File: src/rtl/rst_entry_pkg.sv
package rst_entry_pkg;

    localparam int CODE_W = 12;
    localparam int INIT_W = 5;
    localparam int CMD_W  = 4;

    // init strobe bit positions
    localparam int INIT_SR       = 0;
    localparam int INIT_VBR      = 1;
    localparam int INIT_CPU      = 2;
    localparam int INIT_PERIPH   = 3;
    localparam int INIT_POR_ONLY = 4;

    localparam logic [CMD_W-1:0]  CMD_ARM    = 4'b0111;
    localparam logic [CMD_W-1:0]  CMD_DISARM = 4'b0110;

    localparam logic [CODE_W-1:0] CODE_POR = 12'h000;
    localparam logic [CODE_W-1:0] CODE_MAN = 12'h020;
    localparam logic [CODE_W-1:0] CODE_DBG = 12'h000;

    // ordered by priority: larger value wins
    typedef enum logic [1:0] {
        SRC_NONE = 2'd0,
        SRC_DBG  = 2'd1,
        SRC_MAN  = 2'd2,
        SRC_POR  = 2'd3
    } rst_src_e;

    typedef struct packed {
        logic por;
        logic man;
        logic dbg;
    } src_vec_t;

    function automatic rst_src_e pick_src(src_vec_t v);
        if (v.por)      return SRC_POR;
        else if (v.man) return SRC_MAN;
        else if (v.dbg) return SRC_DBG;
        else            return SRC_NONE;
    endfunction

    function automatic logic [INIT_W-1:0] mask_of(rst_src_e s);
        logic [INIT_W-1:0] m;
        m = '0;
        if (s != SRC_NONE) begin
            m[INIT_SR]     = 1'b1;
            m[INIT_VBR]    = 1'b1;
            m[INIT_CPU]    = 1'b1;
            m[INIT_PERIPH] = 1'b1;
        end
        if (s == SRC_POR) m[INIT_POR_ONLY] = 1'b1;
        return m;
    endfunction

    function automatic logic [CODE_W-1:0] code_of(rst_src_e s);
        case (s)
            SRC_MAN: return CODE_MAN;
            SRC_DBG: return CODE_DBG;
            default: return CODE_POR;
        endcase
    endfunction

endpackage

File: src/rtl/rst_por_sync.sv
module rst_por_sync #(
    parameter int STAGES = 2
) (
    input  logic clk,
    input  logic rst,
    input  logic req_async,
    output logic req_sync
);
    logic [STAGES-1:0] stage_q;

    generate
        if (STAGES == 1) begin : g_one
            always_ff @(posedge clk or posedge req_async) begin
                if (req_async)  stage_q <= '1;
                else if (rst)   stage_q <= '0;
                else            stage_q <= '0;
            end
        end else begin : g_chain
            always_ff @(posedge clk or posedge req_async) begin
                if (req_async)  stage_q <= '1;
                else if (rst)   stage_q <= '0;
                else            stage_q <= {stage_q[STAGES-2:0], 1'b0};
            end
        end
    endgenerate

    assign req_sync = stage_q[STAGES-1];
endmodule

File: src/rtl/rst_dbg_cmd.sv
module rst_dbg_cmd
    import rst_entry_pkg::*;
(
    input  logic             clk,
    input  logic             rst,
    input  logic [CMD_W-1:0] cmd,
    input  logic             cmd_we,
    output logic             armed
);
    logic armed_q;

    always_ff @(posedge clk) begin
        if (rst) begin
            armed_q <= 1'b0;
        end else if (cmd_we) begin
            case (cmd)
                CMD_ARM:    armed_q <= 1'b1;
                CMD_DISARM: armed_q <= 1'b0;
                default:    armed_q <= armed_q;
            endcase
        end
    end

    assign armed = armed_q;
endmodule

File: src/rtl/rst_episode.sv
module rst_episode
    import rst_entry_pkg::*;
#(
    parameter int               VEC_W     = 32,
    parameter logic [VEC_W-1:0] RESET_VEC = 32'hA000_0000
) (
    input  logic              clk,
    input  logic              rst,
    input  src_vec_t          src,
    output logic [CODE_W-1:0] expevt,
    output logic              pc_load,
    output logic [VEC_W-1:0]  pc_vec
);
    rst_src_e          cur_src;
    rst_src_e          win_q;
    logic              open_q;
    logic              any_src;
    logic [CODE_W-1:0] expevt_q;
    logic              load_q;
    logic [VEC_W-1:0]  vec_q;

    assign cur_src = pick_src(src);
    assign any_src = (cur_src != SRC_NONE);

    always_ff @(posedge clk) begin
        if (rst) begin
            win_q    <= SRC_NONE;
            open_q   <= 1'b0;
            expevt_q <= '0;
            load_q   <= 1'b0;
            vec_q    <= '0;
        end else if (any_src) begin
            open_q <= 1'b1;
            load_q <= 1'b0;
            if (cur_src > win_q) win_q <= cur_src;
        end else if (open_q) begin
            expevt_q <= code_of(win_q);
            vec_q    <= RESET_VEC;
            load_q   <= 1'b1;
            open_q   <= 1'b0;
            win_q    <= SRC_NONE;
        end else begin
            load_q <= 1'b0;
        end
    end

    assign expevt  = expevt_q;
    assign pc_load = load_q;
    assign pc_vec  = vec_q;
endmodule

File: src/rtl/rst_entry_seq.sv
module rst_entry_seq
    import rst_entry_pkg::*;
#(
    parameter int               SYNC_STAGES = 2,
    parameter int               VEC_W       = 32,
    parameter logic [VEC_W-1:0] RESET_VEC   = 32'hA000_0000
) (
    input  logic              clk,
    input  logic              rst,
    input  logic              por_req_i,
    input  logic              man_req_i,
    input  logic [CMD_W-1:0]  dbg_cmd_i,
    input  logic              dbg_cmd_we_i,
    output logic              hold_o,
    output logic [INIT_W-1:0] init_o,
    output logic [CODE_W-1:0] expevt_o,
    output logic              pc_load_o,
    output logic [VEC_W-1:0]  pc_vec_o
);
    logic     por_s;
    logic     dbg_armed;
    src_vec_t src;

    rst_por_sync #(.STAGES(SYNC_STAGES)) u_por_sync (
        .clk       (clk),
        .rst       (rst),
        .req_async (por_req_i),
        .req_sync  (por_s)
    );

    rst_dbg_cmd u_dbg (
        .clk    (clk),
        .rst    (rst),
        .cmd    (dbg_cmd_i),
        .cmd_we (dbg_cmd_we_i),
        .armed  (dbg_armed)
    );

    assign src.por = por_s;
    assign src.man = man_req_i;
    assign src.dbg = dbg_armed;

    assign init_o = mask_of(pick_src(src));
    assign hold_o = src.por | src.man | src.dbg;

    rst_episode #(.VEC_W(VEC_W), .RESET_VEC(RESET_VEC)) u_episode (
        .clk     (clk),
        .rst     (rst),
        .src     (src),
        .expevt  (expevt_o),
        .pc_load (pc_load_o),
        .pc_vec  (pc_vec_o)
    );
endmodule

File: config.mk
export PLATFORM = sky130hd
export DESIGN_NAME = rst_entry_seq
export DESIGN_NICKNAME = d
export VERILOG_FILES = /design/src/rtl/rst_entry_pkg.sv /design/src/rtl/rst_por_sync.sv /design/src/rtl/rst_dbg_cmd.sv /design/src/rtl/rst_episode.sv /design/src/rtl/rst_entry_seq.sv
export SDC_FILE = /design/constraint.sdc
export NUM_CORES = 1
export LEC_CHECK = 0
export BUFFER_PORTS_ARGS = -buffer_cell sky130_fd_sc_hd__buf_2
export CORE_UTILIZATION = 39
export DETAILED_ROUTE_END_ITERATION = 16
export HOLD_SLACK_MARGIN = 0.12
export PLACE_DENSITY = 0.79
export SLEW_MARGIN = 40
export SYNTH_ARGS = -nofsm -noshare
export SYNTH_HDL_FRONTEND = slang
export SYNTH_SLANG_ARGS = --single-unit
File: constraint.sdc
create_clock -name clk -period 2.05 [get_ports clk]
set_input_delay 0.1025 -clock clk [delete_from_list [all_inputs] [get_ports clk]]
set_output_delay 0.1025 -clock clk [all_outputs]
set_load 0.05 [all_outputs]
Yosys cells after proc, flatten, opt, wreduce, memory -nomap -nowiden --
Cells that the tools add are included.
Word-level totals: word-level logic and storage cells 36, register bits after elaboration 20, input bits 9, output and inout bits 51
Operators by class: magnitude comparators 1, equality and inequality tests 5, bitwise operators 3, reductions and logical operators 7, mux-type cells 13
Operator list (count):
- two-way mux 2 bit | 6
- equality test 4 x 3 -> 1 bit, second input constant | 2
- two-way mux 6 bit | 1
- AND reduction 2 bit | 3
- nonzero test 2 bit | 3
- equality test 2 bit, second input constant | 2
- two-way mux 1 bit | 4
- two-way mux 4 bit | 1
- greater-than comparator 2 bit | 1
- != test 2 bit, second input constant | 1
- OR 1 bit | 2
- case mux 1 bit (2 select lines) | 1
- OR reduction 2 bit | 1
- NOT 1 bit | 1

Depth between registers and ports, before layout --
depth in word-level cells 6, mapped depth 7

Hierarchy --
Synthesis repeated with hierarchy kept, for this count alone.
Second synthesis, totals: cells, all modules 92, area total of the unflattened synthesis 780.7 um^2
Modules (own cells, without submodules):
- rst_episode | times used 1, area each 616.8 um^2, cells an instance 76
- rst_por_sync | times used 1, area each 73.8 um^2, cells an instance 5
- rst_dbg_cmd | times used 1, area each 51.3 um^2, cells an instance 5
- rst_entry_seq | times used 1, area each 38.8 um^2, cells an instance 6

Worst setup path after synthesis --
No wires, ideal clock.
path type register to register, start point reg u_por_sync.stage_q[1], end point reg u_episode.win_q[1], data required time 1.980 ns, cell stages (with the launch flop) 7, setup slack 0.292 ns, path buffers 0, arrival 1.688 ns, setup time 0.070 ns, path through dfstp_2 -> or2_2 -> ha_1 -> nor2b_1 -> o21a_1 -> a211o_2 -> a21oi_1
Between the ends: word-level cells in the longest chain between the ends 4, elaborated cells between the ends (all ways) 8
RTL lines:
- start, declared | RTL line rst_por_sync.sv:9 | logic [STAGES-1:0] stage_q;
- start signal, assigned | RTL line rst_por_sync.sv:22 | else stage_q <= {stage_q[STAGES-2:0], 1'b0};
- two-way mux 2 bit * | RTL line rst_entry_pkg.sv:36 | if (v.por) return SRC_POR;
- greater-than comparator 2 bit or nonzero test 2 bit (tied branches) | RTL line rst_episode.sv:35, rst_episode.sv:23
- != test 2 bit (no line) or nonzero test 2 bit (tied branches)
- AND reduction 2 bit (no line)
- end signal, assigned | RTL line rst_episode.sv:35 | if (cur_src > win_q) win_q <= cur_src;
- end, declared | RTL line rst_episode.sv:15 | rst_src_e win_q;
Mark *: on every way between the ends. The rest lies on a longest branch, timed or not. The select of a mux whose other input is x is not followed. A chain may end at the register's enable or synchronous reset.

Worst setup path after layout --
Same ends and word-level chain as after synthesis.

==> qor.csv <==
metric;value;unit
internal power;315;uW
CP Max Fanout;4;
ant diodes;0;
achievable frequency;547;MHz
CP endpoint kind;register;
Port Buffers;18;
sequential share of the synthesized area;25.0;%
final core occ;42.0;%
GRT Residual Overflow;0;
PD cells;842;nW/um^2
CTS Buf Count;3;
Sw Pwr;315;uW
die height;46.4;um
Setup crit start kind;register;
layout cells sized above 1;27.5;%
via count;475;
Pre-antenna DRT Iters;3;
clk_lat worst skew;250;ps
DP Area;692;um^2
TritonCTS Sinks;9;
outcome;finished clean;
Worst Path Required;2230;ps
FF/Latch Area;193;um^2
DRT iter0 DRCs;1;
Post-CTS Resized;0;
Setup CP Type;reg2reg;
top layer reached by signal wires;met4;
drt total wl;921;um
total track usage;9.75;%
MaxCap Viol Count;0;
vias in the first global route;413;
Sequential Power Share;31.9;%
worst path arrival time;2010;ps
Die Wd;46.4;um
antenna violations before repair;0;
Syn. warnings;0;
fin crit share;89.1;%
Final setup viols;0;
Reg-to-Reg Start;u_por_sync.stage_q[1];
number of I/O pins;60;
reg2reg path depth;6;
# fillers;179;
final slew viol count;0;
Final #Nets;121;
CP Capture Point;u_episode.win_q[1];
Worst setup startpoint;u_por_sync.stage_q[1];
die area;2150;um^2
switching share of power;49.9;%
GP Congestion;0.742;
Yosys cell types;25;
FF+latch count, synth;9;
count of standard-cell rows;15;
reg2reg end;u_episode.win_q[1];
Synth Instances;91;
synthesized area;769;um^2
Area Overhead vs Synth;-2.76;%
Final HPWL DP;803;um
Hold Crit Start;man_req_i;
CTS tree;done;
H-tree depth;1;
Root Driver;clkbuf_4;
R2R Setup Slk;220;ps
combinational share of power;47.7;%
Hold Crit Class;in2reg;
clock skew;0.719;ps
RSZ-0062 raised after global routing;no;
Avg Vias per Cell;3.54;
met1 WL;351;um
design area;748;um^2
largest net degree at the start of global routing;9;
Avg WL per Cell;6.87;um
post-CTS setup buffers;0;
Clk pwr share;20.3;%
most common cell after layout, fill and taps aside;conb_1;
syn avg cell area;8.46;um^2
area of the multi-input gates;359;um^2
DRC viols;0;
worst vdd ir;0.441;mV
core area;1780;um^2
global-route wire length before repair;1500;um
most frequent cells in the layout;conb_1 (42), buf_2 (18), dfxtp_1 (7), inv_1 (5);
Initial Util;43.2;%
Clock transition at path regs;60;ps
antenna viol nets, final;0;
Final min period;1830;ps
Leakage;0.000414;uW
setup total negative slack;0;ps
deepest clock path buffer count;2;
met2 wire length;458;um
wire length on met3;93;um
Fin. Hold Viols;0;
==> power by group through the flow <==
stage               Combinational [uW]  Sequential [uW]  Clock (uW)
floorplan                          330              210           0
global placement                   292              203           0
detailed placement                 296              205           0
CTS                                300              202         137
global route                       323              204         146
finish                             301              201         128
==> layer usage <==
layer	global-route usage, %	up-vias
li1	-	235
met3	1.18	2
met5	0	-
met2	16.7	44
met4	7.65	0
met1	10.7	194
==> cells by family (layout without fill, tap and decap cells) <==
logic type	Yosys count	after routing	share of synthesized area, %
compound gates	11	11	10.2
fa+ha+maj	2	2	3.25
buf+inv	53	30	48.3
flops	9	9	25.0
mux	1	1	1.30
other cells	1	42	0.487
simple gates	14	14	11.4
==> worst min path at each step <==
stage,to,slack [ps],depth (start not counted)
3_5_place_dp,u_por_sync.stage_q[1],140,2
6_report,u_episode.open_q,160,3
2_1_floorplan,u_por_sync.stage_q[0],10,1
5_1_grt,u_episode.open_q,170,3
3_3_place_gp,u_por_sync.stage_q[0],120,2
4_1_cts,u_episode.open_q,160,3
==> Yosys cell counts <==
library cell  number  area share (%)
buf_4             46              45
nand4b_1           1             1.1
conb_1             1            0.49
ha_1               2             3.3
nor2_1             4             2.0
o21a_1             1            0.98
mux2i_1            1             1.3
nor2b_1            2             1.6
or2_2              1            0.81
o21ai_0            1            0.65
or3_1              1            0.81
a21oi_1            4             2.6
a211o_2            1             1.3
dfstp_2            2             6.8
inv_1              5             2.4
a21boi_0           1            0.98
nand2_1            2            0.98
nor3_4             1             2.1
and2b_2            1             1.1
dfxtp_1            7              18
nand2_2            1            0.81
a21oi_2            1             1.1
clkbuf_1           2            0.98
o211ai_2           1             1.6
a211oi_1           1            0.98
==> sequential cells by signal (all words and copies together) (netlist names) <==
register,count
u_dbg.armed,1
u_episode.expevt,1
u_episode.open_q,1
u_episode.pc_load,1
u_episode.pc_vec,1
u_episode.win_q,2
u_por_sync.stage_q,2
==> through the flow <==
step           power, uW  cells  hold slack [ps]  setup slack [ps]
6_report             630    134              158               224
5_1_grt              673    134              174               129
4_1_cts              639    134              155               224
3_5_place_dp         501    127              137               236
3_3_place_gp         495    127              123               262
2_1_floorplan        541    132             14.0               292
==> final cells by class <==
cell class / instances / share of cell area [%]
sequential: 9 / 25.8
tap: 25 / 4.18
timing repair buffer: 21 / 16.1
clock buffer: 4 / 3.51
inverter: 5 / 2.51
multi-input combinational: 70 / 48.0
==> critical path, cell delays in order, from the launching register on <==
cell,delay [ps]
dfstp_2,390
or2_2,300
ha_1,290
nor2b_1,150
o21a_1,180
a211o_2,320
a21oi_1,130
==> timing repair <==
| item | in CTS | in global routing |
|---|---|---|
| endpoints found under the hold margin | 6 | 0 |
| endpoints found under the setup margin | 0 | 0 |
| hold buffers | 3 | 0 |
Power figures use the tool's default switching activity.
